$ cat config.mk
export PLATFORM = sky130hd
export DESIGN_NAME = sysreg_access_router
export DESIGN_NICKNAME = d
export VERILOG_FILES = /design/src/rtl/sra_pkg.sv /design/src/rtl/sra_decode.sv /design/src/rtl/sra_store.sv /design/src/rtl/sysreg_access_router.sv
export SDC_FILE = /design/constraint.sdc
export NUM_CORES = 1
export LEC_CHECK = 0
export BUFFER_PORTS_ARGS = -buffer_cell sky130_fd_sc_hd__buf_4
export CAP_MARGIN = 40
export CORE_ASPECT_RATIO = 1.2
export CORE_MARGIN = 2
export CORE_UTILIZATION = 40
export CTS_CLUSTER_SIZE = 14
export DETAILED_ROUTE_END_ITERATION = 10
export PLACE_DENSITY = 0.85
export SETUP_SLACK_MARGIN = 0.5
export SLEW_MARGIN = 30
export SYNTH_ARGS = -nofsm -noshare
export SYNTH_HDL_FRONTEND = slang
export SYNTH_HIERARCHICAL = 1
export SYNTH_SLANG_ARGS = --single-unit
$ cat constraint.sdc
create_clock -name clk_i -period 1.32 [get_ports clk_i]
set_input_delay 0.066 -clock clk_i [delete_from_list [all_inputs] [get_ports clk_i]]
set_output_delay 0.066 -clock clk_i [all_outputs]
set_load 0.02 [all_outputs]
$ cat src/rtl/sra_pkg.sv
package sra_pkg;
  localparam int unsigned DW = 64;
  localparam logic [1:0]  ENC_OP0   = 2'b11;
  localparam logic [2:0]  ENC_OP1   = 3'b000;
  localparam logic [2:0]  ENC_OP1_A = 3'b101;
  localparam logic [3:0]  ENC_CRN   = 4'b0001;
  localparam logic [3:0]  ENC_CRM   = 4'b0010;
  localparam logic [2:0]  ENC_OP2   = 3'b001;
  localparam logic [5:0]  SYN_CLASS = 6'h18;
  localparam logic [11:0] MEM_OFF   = 12'h880;
  localparam logic [DW-1:0] KEEP_MASK = 64'h63;

  typedef enum logic [2:0] {
    OC_EL1, OC_EL2, OC_MEM, OC_TRAP, OC_UNDEF
  } oc_e;
endpackage

$ cat src/rtl/sra_decode.sv
module sra_decode
  import sra_pkg::*;
(
  input  logic [1:0] op0_i,
  input  logic [2:0] op1_i,
  input  logic [3:0] crn_i,
  input  logic [3:0] crm_i,
  input  logic [2:0] op2_i,
  input  logic [1:0] cur_el_i,
  input  logic       el2_en_i,
  input  logic       el3_has_i,
  input  logic       el2_a32_i,
  input  logic       el3_a32_i,
  input  logic       el2_trap_i,
  input  logic       el3_trap_i,
  input  logic [2:0] nv_ctrl_i,
  input  logic       host_ext_i,
  output logic       hit_o,
  output oc_e        oc_o,
  output logic [1:0] trap_el_o
);
  logic common, is_pri, is_ali, t2, t3, nv_all;

  assign common = (op0_i == ENC_OP0) && (crn_i == ENC_CRN) &&
                  (crm_i == ENC_CRM) && (op2_i == ENC_OP2);
  assign is_pri = common && (op1_i == ENC_OP1);
  assign is_ali = common && (op1_i == ENC_OP1_A);
  assign hit_o  = is_pri || is_ali;

  assign t2     = el2_en_i && !el2_a32_i && el2_trap_i;
  assign t3     = el3_has_i && !el3_a32_i && el3_trap_i;
  assign nv_all = el2_en_i && !el2_a32_i && (nv_ctrl_i == 3'b111);

  always_comb begin
    oc_o      = OC_UNDEF;
    trap_el_o = 2'd0;
    if (cur_el_i == 2'd0) begin
      oc_o = OC_UNDEF;
    end else if (is_pri) begin
      unique case (cur_el_i)
        2'd1: begin
          if (t2)          begin oc_o = OC_TRAP; trap_el_o = 2'd2; end
          else if (t3)     begin oc_o = OC_TRAP; trap_el_o = 2'd3; end
          else if (nv_all) oc_o = OC_MEM;
          else             oc_o = OC_EL1;
        end
        2'd2: begin
          if (t3)              begin oc_o = OC_TRAP; trap_el_o = 2'd3; end
          else if (host_ext_i) oc_o = OC_EL2;
          else                 oc_o = OC_EL1;
        end
        default: oc_o = OC_EL1;
      endcase
    end else if (cur_el_i == 2'd1) begin
      // alias at level 1
      if (el2_en_i && nv_ctrl_i == 3'b101)  oc_o = OC_MEM;
      else if (el2_en_i && nv_ctrl_i[0])   begin oc_o = OC_TRAP; trap_el_o = 2'd2; end
      else                                 oc_o = OC_UNDEF;
    end else if (el2_en_i && host_ext_i) begin
      if (cur_el_i == 2'd2 && t3) begin oc_o = OC_TRAP; trap_el_o = 2'd3; end
      else                        oc_o = OC_EL1;
    end
  end
endmodule

$ cat src/rtl/sra_store.sv
module sra_store
  import sra_pkg::*;
(
  input  logic          clk_i,
  input  logic          rst_ni,
  input  logic          we_i,
  input  logic [DW-1:0] wdata_i,
  output logic [DW-1:0] q_o
);
  always_ff @(posedge clk_i or negedge rst_ni) begin
    if (!rst_ni)   q_o <= '0;
    else if (we_i) q_o <= wdata_i & KEEP_MASK;
  end

  a_r9_hold: assert property (@(posedge clk_i) disable iff (!rst_ni)
    !we_i |=> $stable(q_o));
  a_r9_store: assert property (@(posedge clk_i) disable iff (!rst_ni)
    we_i |=> q_o == $past(wdata_i & KEEP_MASK));
endmodule

$ cat src/rtl/sysreg_access_router.sv
module sysreg_access_router
  import sra_pkg::*;
(
  input  logic          clk_i,
  input  logic          rst_ni,
  input  logic          req_i,
  input  logic [1:0]    op0_i,
  input  logic [2:0]    op1_i,
  input  logic [3:0]    crn_i,
  input  logic [3:0]    crm_i,
  input  logic [2:0]    op2_i,
  input  logic          wr_i,
  input  logic [63:0]   wdata_i,
  input  logic [1:0]    cur_el_i,
  input  logic          el2_en_i,
  input  logic          el3_has_i,
  input  logic          el2_a32_i,
  input  logic          el3_a32_i,
  input  logic          el2_trap_i,
  input  logic          el3_trap_i,
  input  logic [2:0]    nv_ctrl_i,
  input  logic          host_ext_i,
  output logic          valid_o,
  output logic          acc_el1_o,
  output logic          acc_el2_o,
  output logic          mem_redir_o,
  output logic          trap_o,
  output logic          undef_o,
  output logic [1:0]    trap_el_o,
  output logic [5:0]    syndrome_o,
  output logic [11:0]   mem_off_o,
  output logic [63:0]   rdata_o
);
  logic          hit, go, we;
  oc_e           oc;
  logic [1:0]    tel;
  logic [DW-1:0] q;

  sra_decode u_dec (
    .op0_i, .op1_i, .crn_i, .crm_i, .op2_i, .cur_el_i,
    .el2_en_i, .el3_has_i, .el2_a32_i, .el3_a32_i,
    .el2_trap_i, .el3_trap_i, .nv_ctrl_i, .host_ext_i,
    .hit_o(hit), .oc_o(oc), .trap_el_o(tel)
  );

  assign go = req_i && hit;
  assign we = go && wr_i && (oc == OC_EL1);

  sra_store u_st (
    .clk_i, .rst_ni, .we_i(we), .wdata_i, .q_o(q)
  );

  always_ff @(posedge clk_i or negedge rst_ni) begin
    if (!rst_ni) begin
      valid_o <= 1'b0; acc_el1_o <= 1'b0; acc_el2_o <= 1'b0;
      mem_redir_o <= 1'b0; trap_o <= 1'b0; undef_o <= 1'b0;
      trap_el_o <= '0; syndrome_o <= '0; mem_off_o <= '0; rdata_o <= '0;
    end else begin
      valid_o     <= go;
      acc_el1_o   <= go && (oc == OC_EL1);
      acc_el2_o   <= go && (oc == OC_EL2);
      mem_redir_o <= go && (oc == OC_MEM);
      trap_o      <= go && (oc == OC_TRAP);
      undef_o     <= go && (oc == OC_UNDEF);
      trap_el_o   <= (go && oc == OC_TRAP) ? tel : 2'd0;
      syndrome_o  <= (go && oc == OC_TRAP) ? SYN_CLASS : 6'd0;
      mem_off_o   <= (go && oc == OC_MEM) ? MEM_OFF : 12'd0;
      rdata_o     <= (go && !wr_i && oc == OC_EL1) ? (q & KEEP_MASK) : '0;
    end
  end

  a_r10_onehot: assert property (@(posedge clk_i) disable iff (!rst_ni)
    valid_o |-> $onehot({acc_el1_o, acc_el2_o, mem_redir_o, trap_o, undef_o}));
  a_r10_idle: assert property (@(posedge clk_i) disable iff (!rst_ni)
    !valid_o |-> !(acc_el1_o || acc_el2_o || mem_redir_o || trap_o || undef_o));
  a_r2_el0_undef: assert property (@(posedge clk_i) disable iff (!rst_ni)
    (go && cur_el_i == 2'd0) |=> undef_o);
  a_r1_nohit: assert property (@(posedge clk_i) disable iff (!rst_ni)
    (req_i && !hit) |=> !valid_o);
  a_r8_trap_info: assert property (@(posedge clk_i) disable iff (!rst_ni)
    trap_o |-> (syndrome_o == 6'h18 && trap_el_o >= 2'd2));
  a_r8_redir_off: assert property (@(posedge clk_i) disable iff (!rst_ni)
    mem_redir_o |-> mem_off_o == 12'h880);
  a_r5_el3_primary: assert property (@(posedge clk_i) disable iff (!rst_ni)
    (go && cur_el_i == 2'd3 && op1_i == 3'b000) |=> acc_el1_o);
endmodule

# ---- Word level (Yosys, flattened, before mapping)
# Index checks and enable logic that the tools add are counted.
dict set report totals {
  ff_bits 93
  in_bits 96
  elab_cells 82
}
dict set report op_classes {
  n_eq_ne 13
  mux 27
  n_reduce_logical 31
}
# op n
set op_table {}
lappend op_table {{3-bit 2-to-1 mux} 9}
lappend op_table {{1-bit logical AND} 24}
lappend op_table {{2-bit 2-to-1 mux} 12}
lappend op_table {{3-bit == test (second input constant)} 4}
lappend op_table {{12-bit 2-to-1 mux} 1}
lappend op_table {{7-bit 2-to-1 mux} 1}
lappend op_table {{3-bit by 1-bit == test with 1-bit output (second input constant)} 2}
lappend op_table {{3-bit by 2-bit == test with 1-bit output (second input constant)} 2}
lappend op_table {{3-bit logical NOT} 2}
lappend op_table {{3-bit case mux with 2 select lines} 1}
lappend op_table {{5-bit 2-to-1 mux} 1}
lappend op_table {{2-bit == test (second input constant)} 2}
lappend op_table {{4-bit by 1-bit == test with 1-bit output (second input constant)} 1}
lappend op_table {{4-bit by 2-bit == test with 1-bit output (second input constant)} 1}
lappend op_table {{2-bit case mux with 2 select lines} 1}
lappend op_table {{1-bit logical NOT} 3}
lappend op_table {{2-bit by 1-bit == test with 1-bit output (second input constant)} 1}
lappend op_table {{2-bit logical NOT} 1}
lappend op_table {{1-bit logical OR} 1}
lappend op_table {{1-bit 2-to-1 mux} 1}

# ---- Longest topological paths before layout
# Gate-level depths: netlist of run 1.
dict set report depth {
  ltp_word 12
  depth_mapped 10
}

# ---- Hierarchy
# Netlist of run 1, hierarchy kept.
# mod n_inst cells_each area_each_um2 seq_area_each_um2
set by_module_without_submodules {}
lappend by_module_without_submodules {sysreg_access_router 1 114 1049.8 300.3}
lappend by_module_without_submodules {sra_store 1 69 599.3 100.1}
lappend by_module_without_submodules {sra_decode 1 41 326.6 0.0}

# ---- Worst setup path after synthesis of run 1
# OpenSTA, ideal clock, no wires.
dict set report synth_path {
  kind {input port to flip-flop}
  startpoint {input port cur_el_i[1]}
  endpoint {register u_st.q_o[0]}
  arrival_time_ps 2023
  t_required_ps 1195
  path_slack_ps -828
  stages 9
  n_path_buf 1
  path_cell_list {inv_1 > ha_1 > a21boi_0 > o21ai_0 > a31oi_1 > or2_1 > buf_6 > nor3_1 > mux2_2}
}
dict set report synth_between {
  elab_chain_cells 9
  elab_cells_between_ends 12
  cone_classes {eq/ne (2); mux (6); reduce/logical (4)}
}
# item line
set synth_rtl {}
lappend synth_rtl {{start, declared} sysreg_access_router.sv:14} ;# input logic [1:0] cur_el_i,
lappend synth_rtl {{2-bit == test} {sra_decode.sv:40, sra_decode.sv:60}}
lappend synth_rtl {{1-bit logical AND} sra_decode.sv:60} ;# if (cur_el_i == 2'd2 && t3) begin oc_o = OC_TRAP; trap_el_o = 2'd3; end
lappend synth_rtl {{2-bit 2-to-1 mux} sra_decode.sv:60}
lappend synth_rtl {{3-bit 2-to-1 mux} sra_decode.sv:59} ;# end else if (el2_en_i && host_ext_i) begin
lappend synth_rtl {{3-bit 2-to-1 mux} sra_decode.sv:54} ;# end else if (cur_el_i == 2'd1) begin
lappend synth_rtl {{3-bit 2-to-1 mux} sra_decode.sv:39} ;# end else if (is_pri) begin
lappend synth_rtl {{3-bit 2-to-1 mux *} sra_decode.sv:37} ;# if (cur_el_i == 2'd0) begin
lappend synth_rtl {{named net oc[1]} sysreg_access_router.sv:35} ;# oc_e oc;
lappend synth_rtl {{3-bit logical NOT *} sysreg_access_router.sv:47} ;# assign we = go && wr_i && (oc == OC_EL1);
lappend synth_rtl {{1-bit logical AND *} sysreg_access_router.sv:47}
lappend synth_rtl {{named net we} sysreg_access_router.sv:34} ;# logic hit, go, we;
lappend synth_rtl {{end signal, assigned} sra_store.sv:12} ;# else if (we_i) q_o <= wdata_i & KEEP_MASK;
lappend synth_rtl {{end, declared} sra_store.sv:8} ;# output logic [DW-1:0] q_o
# Mark *: on every way through the listed nets, which the timed path passes. The rest lies on a longest branch.
# A chain may end at the register's enable or synchronous reset.

# ---- Worst setup path in the final report of run 1
dict set report layout_path {
  startpoint {input port crm_i[2]}
  endpoint {register u_st.q_o[6]}
}
dict set report layout_between {
  elab_chain_cells 8
  elab_cells_between_ends 12
  cone_classes {eq/ne (1); mux (2); reduce/logical (9)}
}
# item line
set layout_rtl {}
lappend layout_rtl {{start, declared} sysreg_access_router.sv:10} ;# input logic [3:0] crm_i,
lappend layout_rtl {{4-bit by 2-bit == test with 1-bit output} sra_decode.sv:25} ;# (crm_i == ENC_CRM) && (op2_i == ENC_OP2);
lappend layout_rtl {{1-bit logical AND} sra_decode.sv:24} ;# assign common = (op0_i == ENC_OP0) && (crn_i == ENC_CRN) &&
lappend layout_rtl {{1-bit logical AND} sra_decode.sv:25}
lappend layout_rtl {{1-bit logical AND} sra_decode.sv:26} ;# assign is_pri = common && (op1_i == ENC_OP1);
lappend layout_rtl {{3-bit 2-to-1 mux} sra_decode.sv:39}
lappend layout_rtl {{3-bit 2-to-1 mux} sra_decode.sv:37}
lappend layout_rtl {{named net oc[0]} sysreg_access_router.sv:35}
lappend layout_rtl {{3-bit logical NOT} sysreg_access_router.sv:47}
lappend layout_rtl {{1-bit logical AND} sysreg_access_router.sv:47}
lappend layout_rtl {{named net we} sysreg_access_router.sv:34}
# The timed path passes the listed nets, and every way through them passes these cells.

==> results of run 1 <==
[layout make-up]
class | count | share of cell area (%)
clock buffer | 3 | 1.898
sequential | 16 | 18.40
multi-input combinational | 135 | 41.81
tap | 52 | 2.990
timing repair buffer | 79 | 33.93
inverter | 5 | 0.9776
[flip-flops by register name, indices dropped and copies added, names as in the netlist]
register / flops
rdata_o: 4
u_st/q_o: 4
trap_el_o: 2
acc_el1_o: 1
acc_el2_o: 1
mem_off_o: 1
syndrome_o: 1
undef_o: 1
valid_o: 1
[routing by layer]
layer,up-vias,GRT usage (%),part of all wire [%]
li1,549,-,-
met1,565,10.24,28
met2,79,24.28,61
met3,12,1.444,6.8
met4,0,9.877,4.4
met5,-,0,0
[report_power, final]
part	internal (mW)	switching [mW]	total, mW
Sequential	0.491	0.00000693	0.491
Combinational	0.143	0.284	0.427
Clock	0.202	0.151	0.353
[metrics by stage]
stage | total power, mW | instance area [um^2] | util [%]
after global placement | 0.8711 | 1788 | 49.21
after floorplan | 0.9056 | 1807 | -
final | 1.272 | 2176 | 59.88
after detailed placement | 0.8764 | 1788 | 49.21
after global routing | 1.324 | 2176 | 59.88
after CTS | 1.261 | 2051 | 56.44
[worst max-delay path by stage]
| stage | cells after the start | from | slack [ns] | endpoint |
|---|---|---|---|---|
| 6_report | 8 | crm_i[2] | -0.38 | u_st/q_o[6] |
| 5_1_grt | 8 | crn_i[2] | -0.46 | u_st/q_o[6] |
| 4_1_cts | 8 | crm_i[2] | -0.34 | u_st/q_o[5] |
| 3_5_place_dp | 10 | cur_el_i[1] | -0.63 | u_st/q_o[5] |
| 3_3_place_gp | 8 | crm_i[2] | -0.58 | u_st/q_o[0] |
| 2_1_floorplan | 8 | crm_i[2] | -0.56 | u_st/q_o[0] |
[timing repair]
item                                    CTS  global route
pin swaps                                16            10
cloned                                    0             1
endpoints found under the setup margin   31            31
setup buffers                             5             3
gates resized for setup                  44            15
hold buffers                              1             0
endpoints found under the hold margin    16             0
==> results.txt, run 1 <==
- Setup violations remaining at the end of the flow were counted as 15.
- Final nets: 339
- Worst Slack Setup Final: -0.3835 ns
- Number of ports placed on the die boundary: 186
- After floorplanning, the core was divided into 24 placement rows.
* Floorplan die area: 4315 um^2
* First-pass GRT wire length: 3.926 mm
* Worst Setup Path Type: in2reg
* Bufs and invs on worst path: 1
* Port bufs: 51
- Footprint of the flip-flops and latches: 400.4 um^2
* Final Cycle Share: 129.0%
* Maximum level of the CTS H-tree: 1
- Max Root-Sink Buffers: 2
- Drt via density: 4.155
* Total iterations of the first detailed-routing run: 4
- Data on the critical path arrives at its endpoint at 1.84 ns.
* Number of sinks driven by the clock tree: 16
- Number of cells on the worst reg-to-reg path: 1
* Fin Hold WS: 0.04333 ns
- Number of design-rule violations left by the first detailed-router iteration: 21
- TritonCTS clock tree: done
* Total count of max-transition violations in the final report: 0
- Core Area: 3633 um^2
* Number of clock buffers inserted by TritonCTS: 3
- Number of nets with antenna violations after detailed routing: 0
- For this run, design rule violations remaining after detail routing come to 0.
* Worst-path clk slew: 0.06 ns
- Number of hold violations in the final report: 0
- Largest stage delay on the critical path: 0.37 ns
* Setup TNS: -3.529 ns
- In this run the most critical hold path is launched from wdata_i[0].
* Leakage power of the design: 1.103 nW
* Layout Area Growth over Synthesis: 43.01%
- The floorplan step set the die width to 60.30 um.
* Number of antenna repair diodes: 0
- The tightest min-delay check is of the in2reg type.
* Fraction of layout instances using a drive strength above 1: 46.64%
* Mean routed wirelength per cell: 11.26 um
- Timing-limited maximum frequency: 0.5870 GHz
- Post-layout min period: 1.703 ns
* Number of maximum-capacitance violations: 0
- The run finished, with violations left.
- Setup repair after global routing could not meet its margin everywhere.
- The worst hold path was traced through 2 stages.
- Post-synthesis cell count: 163
- Remaining global-route overflow: 0
- Vias after detailed routing: 1205
- The worst setup path is captured at a register.
* Count of non-filler cells in the finished layout: 290
* Total area of multi-input combinational cells: 909.6 um^2
* Worst Hold End: u_st/q_o[0]
* Initial antenna violation count: 0
- The slowest stage of the critical path belongs to the cell sky130_fd_sc_hd__mux2_2.
- Drt total wl: 3.266 mm
* Maximum number of pins on one net before global-route repair: 17
- Worst clock skew: 0.0005752 ns
- The checks that failed: setup timing.
* Start of the worst register-to-register path: u_st/q_o[0]
* Worst setup timing slack at the placement stage: -0.6284 ns
- The worst register-to-register path ends at u_st/q_o[0].
- Insertion delay to the later sink of the worst-skew pair: 0.25 ns
- The worst register-to-register path has a setup slack of 0.55 ns.
- Layout fillers: 284
* Netlist area before placement: 1521 um^2
- Averaged over all synthesized cells, the footprint is 9.334 um^2.
- Vias in the first global route: 997
* WP data required: 1.46 ns
- Global router's overall resource usage: 12.35%
- Clock tree root buffer cell: sky130_fd_sc_hd__clkbuf_8
* Largest fanout on the critical path: 4
- For this run, the number of Yosys warnings is 6.
- After detailed placement, the design holds a cell count of 277.
* Die Ht: 71.56 um
- Initial Util: 41.87%
- The library cells used most frequently in the layout, excluding fill and tap cells, are sky130_fd_sc_hd__conb_1, sky130_fd_sc_hd__buf_4, sky130_fd_sc_hd__buf_6.
* Kind of cell with the highest combined delay on the critical path: simple AND/OR/NAND/NOR gates
* Cells traversed along the worst timing path: buf_6, nor4b_4, nand4_1, nor3_2, a31oi_1, or2_1, nor3_4, mux2_2
- The library cell used most frequently in the layout, excluding fill and tap cells, is sky130_fd_sc_hd__conb_1.
* PwrDens: 584.5 nW/um^2
- Worst voltage drop across the vdd grid: 0.2759 mV
* Startpoint kind of the worst setup timing path: input port
* Global placement routability congestion: 0.7965
- Post-DP HPWL: 2.320 mm
No activity file was read; power rests on OpenSTA's default activity.
==> run 2, diff against run 1 <==
RECOVER_POWER = 25   (was unset)
==> run 2 against run 1 <==
Net effect:
- the flow still finishes with violations (setup timing)
- power is 0.11% lower
- worst hold slack barely moved
- die area unchanged
- sequential share of layout area about the same
- largest cell class unchanged
- clock power about the same
- worst setup slack hardly changed
- sequential cell count stayed put
- design area down 0.17%
- via count increased by 0.17%
- register-to-register slack barely moved
==> results.txt, run 2 (synthesis results as in run 1) <==
- Largest fanout on the critical path: 4 (unchanged)
- Total count of max-transition violations in the final report: 0 (unchanged)
* Max Root-Sink Buffers: 2 (unchanged)
- WP data required: 1.46 ns (about the same)
- Violations in the final reports: setup timing
* Fraction of layout instances using a drive strength above 1: 46.22% (-0.42 points)
- Vias in the first global route: 997 (unchanged)
- In the layout the commonest cells are sky130_fd_sc_hd__conb_1, sky130_fd_sc_hd__buf_4, sky130_fd_sc_hd__buf_6.
- Number of antenna repair diodes: 0 (unchanged)
* Switching Share: 34.28% (+0.037 points)
- Capturing point of the worst reg2reg path: u_st/q_o[0]
* Count of non-filler cells in the finished layout: 290 (unchanged)
- Hold Crit Start: wdata_i[0]
* Post-layout min period: 1.703 ns (-0.0003450 ns)
- The reported leakage power came to 1.099 nW (-0.33%).
* Number of maximum-capacitance violations: 0 (unchanged)
* Start of the worst register-to-register path: u_st/q_o[0]
* Cell internal power dissipation: 0.8348 mW (-0.17%)
- The total CTS buffers was 3 (unchanged).
- Net switching power figure: 0.4355 mW (about the same)
- Worst clock skew: 0.0005743 ns (-0.0000008610 ns)
* Startpoint kind of the worst setup timing path: input port
* Comb pwr share: 33.5% (about the same)
- The final-stage net count came to 339 (unchanged).
* Met3 WL post-DR: 222 um (unchanged)
- PwrDens: 584.8 nW/um^2 (about the same)
- The total setup violations reported at the end of the flow came to 15 (unchanged).
* Layout Area Growth over Synthesis: 42.76%
* Critical path endpoint category: register
- Number of ports placed on the die boundary: 186 (unchanged)
- Worst hold path depth: 2 (unchanged)
- The number of endpoints with negative hold slack in the final report is 0 (unchanged).
* Final Cycle Share: 129.0% (about the same)
- The largest net degree at the start of global routing came to 17 (unchanged).
- The sequential power share came to 38.6% (about the same).
- The global-route wire length before repair came to 3.926 mm (unchanged).
- Worst Hold End: u_st/q_o[0]
* Slew at the pin closest to its max-slew limit: 0.7930 ns
* Layout fillers: 284 (unchanged)
- Mean routed wirelength per cell: 11.26 um (about the same)
- Drt via density: 4.162 (+0.17%)
- Met1 Wirelength: 909 um (unchanged)
* Clock tree root buffer cell: sky130_fd_sc_hd__clkbuf_8
* TritonCTS clock tree: done
- Post-DP HPWL: 2.320 mm (unchanged)
* Maximum level of the CTS H-tree: 1 (unchanged)
- The insertion delay of the later-clocked pin in the worst-skew pair was 0.25 ns (about the same).
- Total iterations of the first detailed-routing run: 4 (unchanged)
- The top achievable clock speed came to 0.5872 GHz (about the same).
* Worst hold-check path type: in2reg
- The number of port buffers was 51 (unchanged).
- Design Power: 1.270 mW (-0.11%)
- Global placement routability congestion: 0.7965 (unchanged)
- The initial antenna violation count came to 0 (unchanged).
* Core Area: 3633 um^2 (unchanged)
- The post-place setup slack came to -0.6284 ns (unchanged).
- Highest metal used: met4
* Number of design-rule violations left by the first detailed-router iteration: 21 (unchanged)
- The total instance count after detailed placement is 277 (unchanged).
* Largest registers: rdata_o (4), u_st/q_o (4), trap_el_o (2)
- Relative slew slack: 47.13%
* Die Ht: 71.56 um (unchanged)
- Most common cell after layout, fill and taps aside: sky130_fd_sc_hd__conb_1
* Reg2reg setup slack: 0.55 ns (about the same)
- The global routing usage summed across all routing layers was 12.35% (unchanged).
- Number of remaining DRC errors: 0 (unchanged)
* Number of sinks driven by the clock tree: 16 (unchanged)
- Result of the run: complete, but fails checks
* Worst Setup Path Type: in2reg
- The aggregate global routing overflow came to 0 (unchanged).
- The cell area after placement came to 1788 um^2 (unchanged).
- The clock-pin slew of the registers on the worst-case setup and hold paths is 0.06 ns (about the same).
- The number of antenna-violating nets in the routed design was 0 (unchanged).
- The number of cells on the worst reg-to-reg path was 1 (unchanged).
- The floorplan die area was 4315 um^2 (unchanged).
- Worst voltage drop across the vdd grid: 0.2753 mV (-0.20%)
- Worst Slack Setup Final: -0.3831 ns (+0.0003450 ns)
- The final-layout worst hold slack was 0.04310 ns (-0.0002262 ns).
- Data arrival time of the worst path: 1.84 ns (about the same)
- Wire length on met2: 1.988 mm (-0.10%)
- Drt total wl: 3.264 mm (about the same)
* Width of the chip: 60.30 um (unchanged)
* Initial Util: 41.87% (unchanged)
- The number of placement rows was 24 (unchanged).
- Post-route cell area: 2172 um^2 (-0.17%)
* Vias after detailed routing: 1207 (+0.17%)
- RSZ-0062 raised after global routing: true
* Clock group share of total power: 27.8% (about the same)
## run 2: changes by cell type in the layout (fill, tap and decap cells not counted), sizes merged
cell and change:
buf -1, clkbuf +1
## run 2: metal layers
layer / global-route usage [%] / vias to the layer above
met5: 0 / -
li1: - / 550
met1: 10.24 / 566
met3: 1.444 / 12
met4: 9.877 / 0
met2: 24.28 / 79
## run 2: per-stage QoR
step                      setup TNS (ns)  util (%)
after global routing              -4.561     59.78
after CTS                         -2.191     56.44
after floorplan                   -4.005         -
after global placement            -5.590     49.21
after detailed placement          -6.296     49.21
final                             -3.528     59.78
## run 2: how the worst max path moves through the flow
| stage | startpoint | end | slack (ns) | cells past startpoint |
|---|---|---|---|---|
| 2_1_floorplan | crm_i[2] | u_st/q_o[0] | -0.56 | 8 |
| 3_3_place_gp | crm_i[2] | u_st/q_o[0] | -0.58 | 8 |
| 3_5_place_dp | cur_el_i[1] | u_st/q_o[5] | -0.63 | 10 |
| 4_1_cts | crm_i[2] | u_st/q_o[5] | -0.34 | 8 |
| 5_1_grt | crn_i[2] | u_st/q_o[6] | -0.46 | 8 |
| 6_report | crm_i[2] | u_st/q_o[6] | -0.38 | 8 |
## run 2: layout make-up
type	count	area, um^2	share of cell area (%)
multi-input combinational	135	909.6	41.88
tap	52	65.06	2.995
clock buffer	3	41.29	1.901
sequential	16	400.4	18.43
timing repair buffer	79	734.5	33.81
inverter	5	21.27	0.9793
## run 2: critical path: stages
cell	delay, ns
sky130_fd_sc_hd__buf_6	0.10
sky130_fd_sc_hd__nor4b_4	0.28
sky130_fd_sc_hd__nand4_1	0.18
sky130_fd_sc_hd__nor3_2	0.21
sky130_fd_sc_hd__a31oi_1	0.14
sky130_fd_sc_hd__or2_1	0.27
sky130_fd_sc_hd__nor3_4	0.22
sky130_fd_sc_hd__mux2_2	0.37
## run 2: power by group through the flow
| stage | clock, mW | combinational [mW] | sequential, mW |
|---|---|---|---|
| floorplan | 0 | 0.406 | 0.500 |
| detailed placement | 0 | 0.377 | 0.499 |
| CTS | 0.361 | 0.408 | 0.491 |
| global route | 0.378 | 0.454 | 0.491 |
| finish | 0.354 | 0.426 | 0.491 |
| global placement | 0 | 0.372 | 0.499 |
## run 2: repair_timing
action	4_1_cts	5_1_grt
resized for setup	44	15
pin swaps	16	10
setup endpoints to repair	31	31
cloned	0	1
hold buffers	1	0
buffers inserted	5	3
hold endpoints to repair	16	0
